$ cat src/rtl/tam_pkg.sv
package tam_pkg;

  typedef enum logic [1:0] {
    RATE_FULL   = 2'd0,
    RATE_DAILY  = 2'd1,
    RATE_HOURLY = 2'd2,
    RATE_MINUTE = 2'd3
  } rate_e;

  // nested masks: a finer mask implies every coarser one
  function automatic rate_e rate_of(input logic min_m, input logic hour_m, input logic day_m);
    if (min_m)       return RATE_MINUTE;
    else if (hour_m) return RATE_HOURLY;
    else if (day_m)  return RATE_DAILY;
    else             return RATE_FULL;
  endfunction

endpackage

$ cat src/rtl/tam_regs.sv
module tam_regs #(
  parameter int ADDR_W        = 4,
  parameter int VAL_W         = 7,
  parameter int DAY_W         = 3,
  parameter int ALM_MIN_ADDR  = 3,
  parameter int ALM_HOUR_ADDR = 5,
  parameter int ALM_DAY_ADDR  = 7
) (
  input  logic              clk_i,
  input  logic              rst_ni,
  input  logic              wr_i,
  input  logic              rd_i,
  input  logic [ADDR_W-1:0] addr_i,
  input  logic [VAL_W:0]    wdata_i,
  output logic [VAL_W:0]    rdata_o,
  output logic [VAL_W:0]    alm_min_o,
  output logic [VAL_W:0]    alm_hour_o,
  output logic [VAL_W:0]    alm_day_o,
  output logic              access_o,
  output logic              wr_hit_o
);

  localparam int DATA_W = VAL_W + 1;
  localparam logic [DATA_W-1:0] DAY_KEEP =
    {1'b1, {(VAL_W-DAY_W){1'b0}}, {DAY_W{1'b1}}};

  logic sel_min, sel_hour, sel_day, sel_any;

  assign sel_min  = (addr_i == ADDR_W'(ALM_MIN_ADDR));
  assign sel_hour = (addr_i == ADDR_W'(ALM_HOUR_ADDR));
  assign sel_day  = (addr_i == ADDR_W'(ALM_DAY_ADDR));
  assign sel_any  = sel_min | sel_hour | sel_day;

  assign access_o = (wr_i | rd_i) & sel_any;
  assign wr_hit_o = wr_i & sel_any;

  always_ff @(posedge clk_i or negedge rst_ni) begin
    if (!rst_ni) begin
      alm_min_o  <= '0;
      alm_hour_o <= '0;
      alm_day_o  <= '0;
    end else if (wr_i) begin
      if (sel_min)  alm_min_o  <= wdata_i;
      if (sel_hour) alm_hour_o <= wdata_i;
      if (sel_day)  alm_day_o  <= wdata_i & DAY_KEEP;
    end
  end

  always_comb begin
    rdata_o = '0;
    if (sel_min)       rdata_o = alm_min_o;
    else if (sel_hour) rdata_o = alm_hour_o;
    else if (sel_day)  rdata_o = alm_day_o;
  end

  assert_day_pad_zero_R1: assert property (@(posedge clk_i) disable iff (!rst_ni)
    (wr_i && sel_day) |=> (alm_day_o[VAL_W-1:DAY_W] == '0));

  assert_min_write_R1: assert property (@(posedge clk_i) disable iff (!rst_ni)
    (wr_i && sel_min) |=> (alm_min_o == $past(wdata_i)));

endmodule

$ cat src/rtl/tam_match.sv
module tam_match
  import tam_pkg::*;
#(
  parameter int VAL_W = 7,
  parameter int DAY_W = 3
) (
  input  logic             clk_i,
  input  logic             rst_ni,
  input  logic [VAL_W-1:0] cur_min_i,
  input  logic [VAL_W-1:0] cur_hour_i,
  input  logic [DAY_W-1:0] cur_day_i,
  input  logic [VAL_W:0]   alm_min_i,
  input  logic [VAL_W:0]   alm_hour_i,
  input  logic [VAL_W:0]   alm_day_i,
  input  logic             eval_stb_i,
  input  logic             sec_roll_i,
  input  logic             rearm_i,
  output logic             fire_o
);

  rate_e rate;
  logic  min_eq, hour_eq, day_eq, hit, match_q;

  assign rate    = rate_of(alm_min_i[VAL_W], alm_hour_i[VAL_W], alm_day_i[VAL_W]);
  assign min_eq  = (cur_min_i  == alm_min_i[VAL_W-1:0]);
  assign hour_eq = (cur_hour_i == alm_hour_i[VAL_W-1:0]);
  assign day_eq  = (cur_day_i  == alm_day_i[DAY_W-1:0]);

  always_comb begin
    unique case (rate)
      RATE_FULL:   hit = min_eq & hour_eq & day_eq;
      RATE_DAILY:  hit = min_eq & hour_eq;
      RATE_HOURLY: hit = min_eq;
      default:     hit = 1'b0;
    endcase
  end

  // remember last evaluation so a run of matches fires once
  always_ff @(posedge clk_i or negedge rst_ni) begin
    if (!rst_ni)         match_q <= 1'b0;
    else if (rearm_i)    match_q <= 1'b0;
    else if (eval_stb_i) match_q <= hit;
  end

  assign fire_o = (eval_stb_i & hit & ~match_q) |
                  (sec_roll_i & (rate == RATE_MINUTE));

  assert_minute_on_roll_R5: assert property (@(posedge clk_i) disable iff (!rst_ni)
    (fire_o && rate == RATE_MINUTE) |-> sec_roll_i);

  assert_no_repeat_R7: assert property (@(posedge clk_i) disable iff (!rst_ni)
    (fire_o && eval_stb_i && !rearm_i && rate != RATE_MINUTE)
      |=> !(fire_o && eval_stb_i && rate != RATE_MINUTE));

endmodule

$ cat src/rtl/tam_flag.sv
module tam_flag (
  input  logic clk_i,
  input  logic rst_ni,
  input  logic fire_i,
  input  logic access_i,
  output logic flag_o
);

  // firing wins over acknowledge so no alarm is lost
  always_ff @(posedge clk_i or negedge rst_ni) begin
    if (!rst_ni)       flag_o <= 1'b0;
    else if (fire_i)   flag_o <= 1'b1;
    else if (access_i) flag_o <= 1'b0;
  end

  assert_set_on_fire_R10: assert property (@(posedge clk_i) disable iff (!rst_ni)
    fire_i |=> flag_o);

  assert_clear_on_ack_R9: assert property (@(posedge clk_i) disable iff (!rst_ni)
    (access_i && !fire_i) |=> !flag_o);

  assert_sticky_R8: assert property (@(posedge clk_i) disable iff (!rst_ni)
    (flag_o && !access_i) |=> flag_o);

endmodule

$ cat src/rtl/tod_alarm_matcher.sv
module tod_alarm_matcher #(
  parameter int ADDR_W        = 4,
  parameter int VAL_W         = 7,
  parameter int DAY_W         = 3,
  parameter int ALM_MIN_ADDR  = 3,
  parameter int ALM_HOUR_ADDR = 5,
  parameter int ALM_DAY_ADDR  = 7
) (
  input  logic              clk_i,
  input  logic              rst_ni,
  input  logic [VAL_W-1:0]  cur_min_i,
  input  logic [VAL_W-1:0]  cur_hour_i,
  input  logic [DAY_W-1:0]  cur_day_i,
  input  logic              eval_stb_i,
  input  logic              sec_roll_i,
  input  logic              bus_wr_i,
  input  logic              bus_rd_i,
  input  logic [ADDR_W-1:0] bus_addr_i,
  input  logic [VAL_W:0]    bus_wdata_i,
  output logic [VAL_W:0]    bus_rdata_o,
  output logic              alarm_flag_o,
  output logic              alarm_irq_no
);

  logic [VAL_W:0] alm_min, alm_hour, alm_day;
  logic           access, wr_hit, fire;

  tam_regs #(
    .ADDR_W(ADDR_W), .VAL_W(VAL_W), .DAY_W(DAY_W),
    .ALM_MIN_ADDR(ALM_MIN_ADDR), .ALM_HOUR_ADDR(ALM_HOUR_ADDR),
    .ALM_DAY_ADDR(ALM_DAY_ADDR)
  ) i_regs (
    .clk_i(clk_i), .rst_ni(rst_ni),
    .wr_i(bus_wr_i), .rd_i(bus_rd_i), .addr_i(bus_addr_i),
    .wdata_i(bus_wdata_i), .rdata_o(bus_rdata_o),
    .alm_min_o(alm_min), .alm_hour_o(alm_hour), .alm_day_o(alm_day),
    .access_o(access), .wr_hit_o(wr_hit)
  );

  tam_match #(.VAL_W(VAL_W), .DAY_W(DAY_W)) i_match (
    .clk_i(clk_i), .rst_ni(rst_ni),
    .cur_min_i(cur_min_i), .cur_hour_i(cur_hour_i), .cur_day_i(cur_day_i),
    .alm_min_i(alm_min), .alm_hour_i(alm_hour), .alm_day_i(alm_day),
    .eval_stb_i(eval_stb_i), .sec_roll_i(sec_roll_i), .rearm_i(wr_hit),
    .fire_o(fire)
  );

  tam_flag i_flag (
    .clk_i(clk_i), .rst_ni(rst_ni),
    .fire_i(fire), .access_i(access), .flag_o(alarm_flag_o)
  );

  assign alarm_irq_no = ~alarm_flag_o;

endmodule

$ cat config.mk
export PLATFORM = sky130hd
export DESIGN_NAME = tod_alarm_matcher
export DESIGN_NICKNAME = d
export VERILOG_FILES = /design/src/rtl/tam_pkg.sv /design/src/rtl/tam_regs.sv /design/src/rtl/tam_match.sv /design/src/rtl/tam_flag.sv /design/src/rtl/tod_alarm_matcher.sv
export SDC_FILE = /design/constraint.sdc
export NUM_CORES = 1
export LEC_CHECK = 0
export BUFFER_PORTS_ARGS = -buffer_cell sky130_fd_sc_hd__buf_2
export CAP_MARGIN = 30
export CORE_UTILIZATION = 25
export DETAILED_ROUTE_END_ITERATION = 10
export PLACE_DENSITY = 0.44
export RECOVER_POWER = 100
export SLEW_MARGIN = 20
export SYNTH_ARGS = -nofsm -noshare
export SYNTH_HDL_FRONTEND = slang
export SYNTH_HIERARCHICAL = 1
export SYNTH_SLANG_ARGS = --single-unit
export TNS_END_PERCENT = 20
$ cat constraint.sdc
create_clock -name clk_i -period 2.4 [get_ports clk_i]
set_input_delay 0.72 -clock clk_i [delete_from_list [all_inputs] [get_ports clk_i]]
set_output_delay 0.72 -clock clk_i [all_outputs]
set_load 0.005 [all_outputs]
==> flow_summary.json, run 1 <==
{
  "path_cells": "buf_2 -> mux2_2 -> a22oi_1 -> nor2_1 -> buf_2",
  "port-buffer-count": 44,
  "die_h_um": 74.7,
  "hold_class": "register to register",
  "clk_latency_ns": 0.26,
  "ioPinCount": 45,
  "min_period_ns": 2.26,
  "final_hold_viol_count": 0,
  "worstPathArrival_ns": 1.54,
  "syn_avg_cell_area_um2": 11.8,
  "crit_path_top_delay_cell": "mux2_2",
  "powerDensity_nw_per_um2": 664,
  "cts_tree": "done",
  "cts_sinks": 22,
  "grt_max_degree": 23,
  "multi_input_area_um2": 708,
  "worst_slew_pin_slew_ns": 1.23,
  "fill_cells": 560,
  "regArea_um2": 551,
  "drt-vias-per-instance": 4.46,
  "max_cap_violations": 0,
  "dieArea_um2": 5580,
  "syn_nets": 147,
  "core_area_um2": 5110,
  "die_x_um": 74.7,
  "startpoint_type": "input pin",
  "critPathMostFrequentCell": "buf_2",
  "endpoint_kind": "output pin",
  "nNetsFinal": 197,
  "ctsResizeCount": 0,
  "placed_cells": 227,
  "cts_buffers": 3,
  "crit_path_max_incr_delay_ns": 0.34,
  "cts_root_buf": "clkbuf_8",
  "max-slew-margin-rel_pct": 18.2,
  "vdd_drop_max_v": 0.000207,
  "drc": 0,
  "dr.pass1.iters": 4,
  "setup_viol": 0,
  "wl_per_cell_um": 14.7,
  "diodes": 0,
  "gp_congestion": 0.786,
  "maxSlewViolCount": 0,
  "cts_hold_repair.buffers": 0,
  "htree_levels": 1,
  "crit_type": "input pin to output pin",
  "netlist_instances": 112,
  "yosys_warnings": 6,
  "final_cells": 231,
  "grt_pass1_vias": 1155,
  "leakagePower_nw": 0.781,
  "dp_hpwl_um": 2650,
  "rows": 26,
  "dr_total_vias": 1030,
  "layout-drive-gt1-share_pct": 47.8,
  "critical_path_peak_fanout": 6,
  "cts_buffer_depth": 2,
  "tns_ns": 0,
  "rsz0062_at_grt": "no",
  "antenna_found_initial": 0,
  "finalCritPeriodShare_pct": 94.2,
  "cts.clk_slew.worst_paths_ns": 0.08,
  "grt_pass1_wl_um": 5600,
  "fmax_mhz": 442,
  "syn_to_final_growth_pct": 25.8,
  "drt_iter0_drc": 35,
  "grtUsageTotal_pct": 13.8,
  "finalWirelength_um": 3390,
  "critical_path_required_ns": 1.68,
  "syn-cell-area_um2": 1320,
  "grt_overflow_total": 0,
  "start_util_pct": 25.9,
  "ant_nets": 0,
  "clock_skew_ns": 0.000976,
  "outcome": "completed",
  "cts_setup_buffers": 0
}
==> layer usage <==
layer,vias to the layer above,routed length [µm],global-route usage [%]
met5,-,0,0
met4,0,54,4.61
met3,7,202,2.95
met2,33,1580,22.5
met1,484,1550,18.1
li1,506,-,-
==> final cells by class <==
class | count | area share [%]
clock buffers | 4 | 3.31
inverters | 3 | 0.677
multi-input cells | 83 | 42.6
flip-flops and latches | 22 | 33.1
well taps | 70 | 5.26
repair buffers | 49 | 15.1
==> state kept, by name, summed over array words and instances, names as in the netlist <==
name and count:
i_flag/flag_o 1, i_regs/alm_hour_o 8, i_match/match_q 1, i_regs/alm_min_o 8, i_regs/alm_day_o 4
==> where the power goes <==
group	leakage [nW]	switching [mW]	internal, mW
sequential	0.271	0.0816	0.454
clock	0.0288	0.125	0.146
combinational	0.482	0.125	0.173
==> placed cells by master (no fill, tap or decap), types with 2 or more instances in the layout <==
cell type / instances
clkbuf_1: 5
mux2_2: 24
xor2_1: 17
a22oi_1: 8
nor4_1: 2
buf_4: 5
nand2b_1: 2
nand2_1: 2
inv_1: 3
clkbuf_8: 4
nor2_1: 9
clkbuf_2: 2
dfrtp_1: 22
nor3_1: 2
buf_2: 37
==> path summary, 6_finish.rpt <==
kind | slack (ns) | depth (start not counted) | start | to
worst max-delay path | 0.14 | 5 | bus_addr_i[2] | bus_rdata_o[7]
worst min-delay path | 0.51 | 1 | i_flag/flag_o$_DFFE_PN0P_ | i_flag/flag_o$_DFFE_PN0P_
worst max register to register | 0.75 | 6 | i_regs/alm_min_o[2]$_DFFE_PN0P_ | i_flag/flag_o$_DFFE_PN0P_
worst min register to register | 0.51 | 1 | i_flag/flag_o$_DFFE_PN0P_ | i_flag/flag_o$_DFFE_PN0P_
max in group asynchronous | 0.98 | 1 | rst_ni | i_regs/alm_day_o[0]$_DFFE_PN0P_
min in group asynchronous | 0.69 | 1 | rst_ni | i_regs/alm_hour_o[5]$_DFFE_PN0P_
==> critical path: cells and delay by family <==
kind / cells / cell delay [ns]
multiplexers: 1 / 0.34
AND/OR/NAND/NOR: 1 / 0.07
buffers and inverters: 2 / 0.28
AO/OA/AOI/OAI: 1 / 0.14
==> per-stage QoR <==
| step | setup slack [ns] | hold WS (ns) | util (%) | total power [mW] | instance area (µm²) |
|---|---|---|---|---|---|
| after CTS | 0.129 | 0.446 | 33.1 | 1.13 | 1690 |
| after global routing | 0.0193 | 0.552 | 32.6 | 1.19 | 1660 |
| after floorplan | 0.227 | 0.424 | - | 0.731 | 1320 |
| after detailed placement | 0.129 | 0.498 | 32.0 | 0.851 | 1630 |
| after global placement | 0.125 | 0.484 | 32.0 | 0.845 | 1630 |
| final | 0.139 | 0.511 | 32.6 | 1.11 | 1660 |
No activity file was read; power rests on OpenSTA's default activity.
==> run 2, diff against run 1 <==
--- a/config.mk
+++ b/config.mk
@@ -5,6 +5,8 @@
 export SDC_FILE = /design/constraint.sdc
 export NUM_CORES = 1
 export LEC_CHECK = 0
+export ABC_AREA = 1
+export ABC_CLOCK_PERIOD_IN_PS = 2400
 export BUFFER_PORTS_ARGS = -buffer_cell sky130_fd_sc_hd__buf_2
 export CAP_MARGIN = 30
 export CORE_UTILIZATION = 25
==> flow_summary.json, run 2 <==
{
  "outcome": "completed",
  "power.clock.fraction_pct": 30.6,
  "place_worst_setup_slack_ns": 0.111,
  "worstReg2RegEnd": "i_flag/flag_o$_DFFE_PN0P_",
  "layout_commonest_cell": "nand2_1",
  "critical_path_peak_fanout": 16,
  "rows": 27,
  "rsz0062_at_grt": "no",
  "final_hold_viol_count": 0,
  "crit_type": "input pin to output pin",
  "dp_hpwl_um": 3070,
  "switching_share_pct": 30.9,
  "syn_to_final_growth_pct": 24.0,
  "hold-path-cell-count": 2,
  "grt_overflow_total": 0,
  "reg.largest.list": "i_regs/alm_hour_o: 8 flops, i_regs/alm_min_o: 8 flops, i_regs/alm_day_o: 4 flops",
  "maxSlewViolCount": 0,
  "drt_iter0_drc": 56,
  "die_h_um": 78.9,
  "worst_slew_pin_slew_ns": 1.23,
  "drc": 0,
  "netSwitchingPower_uw": 352,
  "dr_total_vias": 1453,
  "endpoint_kind": "output pin",
  "hold_class": "register to register",
  "cts_tree": "done",
  "drt-vias-per-instance": 4.24,
  "pwr-share-seq_pct": 45.9,
  "diodes": 0,
  "nNetsFinal": 307,
  "cts_root_buf": "clkbuf_8",
  "grt_max_degree": 26,
  "setup_viol": 0,
  "dieArea_um2": 6220,
  "fill_cells": 645,
  "startpoint_type": "input pin",
  "fmax_mhz": 439,
  "die_x_um": 78.9,
  "syn_nets": 260,
  "clk_latency_ns": 0.27,
  "max_cap_violations": 0,
  "cts_setup_buffers": 0,
  "cts_hold_repair.buffers": 0,
  "wl_per_cell_um": 10.9,
  "min_period_ns": 2.28,
  "syn-cell-area_um2": 1480,
  "finalCritPeriodShare_pct": 95.0,
  "power.total_mw": 1.14,
  "cp-endpoint": "bus_rdata_o[7]",
  "grt_pass1_wl_um": 6460,
  "leakagePower_nw": 1.05,
  "finalWirelength_um": 3750,
  "cts_sinks": 22,
  "r2r_start": "i_regs/alm_min_o[7]$_DFFE_PN0P_",
  "grt_pass1_vias": 1418,
  "antenna_found_initial": 0,
  "layout_setup_ws_ns": 0.121,
  "powerDensity_nw_per_um2": 621,
  "ioPinCount": 45,
  "port-buffer-count": 44,
  "htree_levels": 1,
  "cts.clk_slew.worst_paths_ns": 0.09,
  "power.internal_uw": 785,
  "cts_buffer_depth": 2,
  "max-slew-margin-rel_pct": 17.7,
  "gp_congestion": 0.752,
  "grtUsageTotal_pct": 13.4,
  "ff2ff_path_depth": 11,
  "ctsResizeCount": 0,
  "dr.pass1.iters": 4,
  "core_area_um2": 5610,
  "cts_buffers": 3,
  "worstPathArrival_ns": 1.56,
  "netlist_instances": 225,
  "ant_nets": 0,
  "pwr-share-comb_pct": 23.5,
  "syn_avg_cell_area_um2": 6.56,
  "r2r_slack_ns": 0.93,
  "vdd_drop_max_v": 0.000214,
  "layout-drive-gt1-share_pct": 20.7,
  "tns_ns": 0,
  "start_util_pct": 26.3,
  "final_cell_mix": "nand2_1 (99), buf_2 (39), nand3_1 (29), inv_1 (28), dfrtp_1 (22)",
  "yosys_warnings": 6,
  "critical_path_required_ns": 1.68,
  "worstSetupStartpoint": "bus_addr_i[3]",
  "clock_skew_ns": 0.00748
}
==> run 2: cell count changes in the layout (fill, tap and decap cells not counted), sizes merged, moves of 8 or more <==
cell   delta
inv      +26
mux2     -24
nor2     +10
xor2     -15
a22oi     -8
nand3    +28
nand2    +98
==> run 2: how the worst min path moves through the flow <==
stage | startpoint | to | slack [ns]
global route | i_regs/alm_day_o[7]$_DFFE_PN0P_ | i_regs/alm_day_o[7]$_DFFE_PN0P_ | 0.54
CTS | rst_ni | i_regs/alm_min_o[2]$_DFFE_PN0P_ | 0.43
global placement | i_flag/flag_o$_DFFE_PN0P_ | i_flag/flag_o$_DFFE_PN0P_ | 0.49
floorplan | rst_ni | i_flag/flag_o$_DFFE_PN0P_ | 0.42
finish | i_flag/flag_o$_DFFE_PN0P_ | i_flag/flag_o$_DFFE_PN0P_ | 0.50
detailed placement | i_flag/flag_o$_DFFE_PN0P_ | i_flag/flag_o$_DFFE_PN0P_ | 0.49
==> run 2: power groups by stage <==
stage / combinational (mW) / sequential [mW] / clock (mW)
after global placement: 0.274 / 0.532 / 0
after floorplan: 0.187 / 0.509 / 0
after global routing: 0.318 / 0.539 / 0.375
after CTS: 0.278 / 0.525 / 0.360
after detailed placement: 0.277 / 0.533 / 0
final: 0.267 / 0.522 / 0.348
==> run 2: cell type report <==
class	instances	area (µm²)	area share, %
sequential	22	551	30.1
inverter	29	109	5.95
timing repair buffer	48	258	14.1
clock buffer	3	41.3	2.26
multi-input combinational	168	752	41.1
tap	72	90.1	4.92
clock inverter	1	30.0	1.64
==> run 2: layer usage <==
layer	wire (µm)	GRT usage [%]	vias up	part of all wire [%]
li1	-	-	790	-
met1	1830	16.9	631	49
met2	1740	22.7	27	46
met3	115	1.72	5	3.1
met4	70	6.00	0	1.9
met5	0	0	-	0
==> run 2: worst max-delay path: stages <==
cell	delay, ns
clkbuf_2	0.11
inv_1	0.05
nand2_1	0.07
nor2_1	0.20
buf_12	0.17
nand2_1	0.06
nand3_1	0.07
buf_2	0.11
==> run 2: per-stage QoR <==
| step | area [µm²] | hold WS (ns) | utilization (%) | cells |
|---|---|---|---|---|
| 2_1_floorplan | 1480 | 0.424 | - | 225 |
| 3_5_place_dp | 1780 | 0.486 | 31.8 | 339 |
| 4_1_cts | 1860 | 0.427 | 33.1 | 343 |
| 5_1_grt | 1830 | 0.544 | 32.6 | 343 |
| 6_report | 1830 | 0.500 | 32.6 | 343 |
| 3_3_place_gp | 1780 | 0.485 | 31.8 | 339 |
==> run 3, diff against run 2 <==
--- a/config.mk
+++ b/config.mk
@@ -11,7 +11,6 @@
 export CAP_MARGIN = 30
 export CORE_UTILIZATION = 25
 export DETAILED_ROUTE_END_ITERATION = 10
-export PLACE_DENSITY = 0.44
 export RECOVER_POWER = 100
 export SLEW_MARGIN = 20
 export SYNTH_ARGS = -nofsm -noshare
==> flow_summary.json, run 3 (synthesized netlist as in run 2, its figures left out) <==
{
  "drt_iter0_drc": 81,
  "grtUsageTotal_pct": 13.3,
  "cts_setup_buffers": 0,
  "dieArea_um2": 6220,
  "min_period_ns": 2.23,
  "max_cap_violations": 0,
  "ant_nets": 0,
  "finalCritPeriodShare_pct": 93.1,
  "port-buffer-count": 44,
  "use_met1_pct": 18.0,
  "fill_cells": 636,
  "rsz0062_at_grt": "no",
  "netSwitchingPower_uw": 354,
  "hold_class": "register to register",
  "max-slew-margin-rel_pct": 20.6,
  "ioPinCount": 45,
  "path_cells": "buf_2 -> inv_1 -> nand2_2 -> nor2_4 -> nand2_1 -> nand2_1 -> buf_2",
  "fin_util_pct": 32.6,
  "crit_path_top_delay_cell": "nor2_4",
  "start_util_pct": 26.3,
  "power.clock.fraction_pct": 30.1,
  "finalWirelength_um": 3740,
  "grt_overflow_total": 0,
  "r2r_start": "i_regs/alm_hour_o[7]$_DFFE_PN0P_",
  "dp_hpwl_um": 3020,
  "dr_total_vias": 1521,
  "regArea_um2": 551,
  "layout_commonest_cell": "nand2_1",
  "antenna_found_initial": 0,
  "outcome": "completed",
  "critical_path_required_ns": 1.68,
  "cts.clk_slew.worst_paths_ns": 0.08,
  "grt_max_degree": 26,
  "wl_per_cell_um": 10.9,
  "cts_buffer_depth": 2,
  "cts_buffers": 3,
  "final_cell_mix": "nand2_1 (98), buf_2 (41), nand3_1 (29), inv_1 (28), dfrtp_1 (22)",
  "layout-drive-gt1-share_pct": 21.8,
  "final_hold_viol_count": 0,
  "clk_latency_ns": 0.26,
  "crit_type": "input pin to output pin",
  "worst_slew_pin_slew_ns": 1.19,
  "vdd_drop_max_v": 0.000255,
  "cts_tree": "done",
  "startpoint_type": "input pin",
  "power.internal_uw": 785,
  "ctsResizeCount": 0,
  "drt-vias-per-instance": 4.43,
  "grt_pass1_vias": 1442,
  "switching_share_pct": 31.1,
  "htree_levels": 1,
  "pwr-share-seq_pct": 46.3,
  "diodes": 0,
  "tns_ns": 0,
  "grt-busiest-layer": "met2",
  "nNetsFinal": 307,
  "powerDensity_nw_per_um2": 622,
  "rows": 27,
  "worstSetupStartpoint": "bus_addr_i[3]",
  "syn_to_final_growth_pct": 23.9,
  "clock_skew_ns": 0.00167,
  "leakagePower_nw": 1.05,
  "gp_congestion": 0.766,
  "drc": 0,
  "min_from": "i_flag/flag_o$_DFFE_PN0P_",
  "reg.largest.list": "i_regs/alm_hour_o: 8 flops, i_regs/alm_min_o: 8 flops, i_regs/alm_day_o: 4 flops",
  "cts_root_buf": "clkbuf_8",
  "multi_input_area_um2": 762,
  "pwr-share-comb_pct": 23.6,
  "grt_pass1_wl_um": 6560,
  "endpoint_kind": "output pin",
  "met2_usage_pct": 22.0,
  "core_area_um2": 5610,
  "die_h_um": 78.9,
  "worstPathArrival_ns": 1.51,
  "setup_viol": 0,
  "dr.pass1.iters": 5,
  "maxSlewViolCount": 0,
  "critical_path_peak_fanout": 11,
  "crit_path_max_incr_delay_ns": 0.26,
  "cts_sinks": 22,
  "global_route.usage.met3_pct": 1.61,
  "fmax_mhz": 448,
  "cts_hold_repair.buffers": 0,
  "die_x_um": 78.9
}
run 3: changes by cell type in the layout (fill, tap and decap cells not counted), sizes merged:
cell	change
clkbuf	-2
buf	+2
run 3: worst max-delay path, delay by kind of cell:
kind	cells	cell delay [ns]
buf+inv	3	0.29
simple gates	4	0.50
run 3: final timing paths:
path | depth (start not counted) | end | slack [ns]
worst max-delay path | 7 | bus_rdata_o[6] | 0.17
worst min-delay path | 2 | i_flag/flag_o$_DFFE_PN0P_ | 0.51
worst max register to register | 11 | i_flag/flag_o$_DFFE_PN0P_ | 0.91
worst min register to register | 2 | i_flag/flag_o$_DFFE_PN0P_ | 0.51
max in group asynchronous | 1 | i_regs/alm_hour_o[2]$_DFFE_PN0P_ | 1.02
min in group asynchronous | 1 | i_regs/alm_min_o[3]$_DFFE_PN0P_ | 0.68
run 3: final cells by class:
| cell class | instances | share of cell area, % |
|---|---|---|
| Multi-Input combinational cell | 168 | 41.7 |
| Sequential cell | 22 | 30.1 |
| Timing Repair Buffer | 48 | 13.5 |
| Inverter | 29 | 5.95 |
| Tap cell | 72 | 4.92 |
| Clock buffer | 3 | 2.26 |
| Clock inverter | 1 | 1.64 |
run 3: per-stage QoR:
step           power (mW)  std cells  worst slack, ns  hold slack (ns)  instance area, µm²
5_1_grt              1.23        343           0.0292            0.561                1830
3_5_place_dp        0.811        339            0.169            0.499                1770
4_1_cts              1.15        343            0.168            0.433                1840
3_3_place_gp        0.803        339            0.179            0.487                1770
2_1_floorplan       0.696        225            0.430            0.424                1480
6_report             1.14        343            0.167            0.514                1830
run 3: routing by layer:
layer,part of all wire [%],vias up
li1,-,792
met3,4.6,4
met1,47,686
met2,47,39
met4,1.1,0
met5,0,-
run 3: power groups by stage:
stage	combinational [mW]	sequential, mW	clock, mW
4_1_cts	0.276	0.528	0.349
6_report	0.269	0.527	0.343
3_3_place_gp	0.270	0.533	0
3_5_place_dp	0.275	0.536	0
2_1_floorplan	0.187	0.509	0
5_1_grt	0.318	0.546	0.370
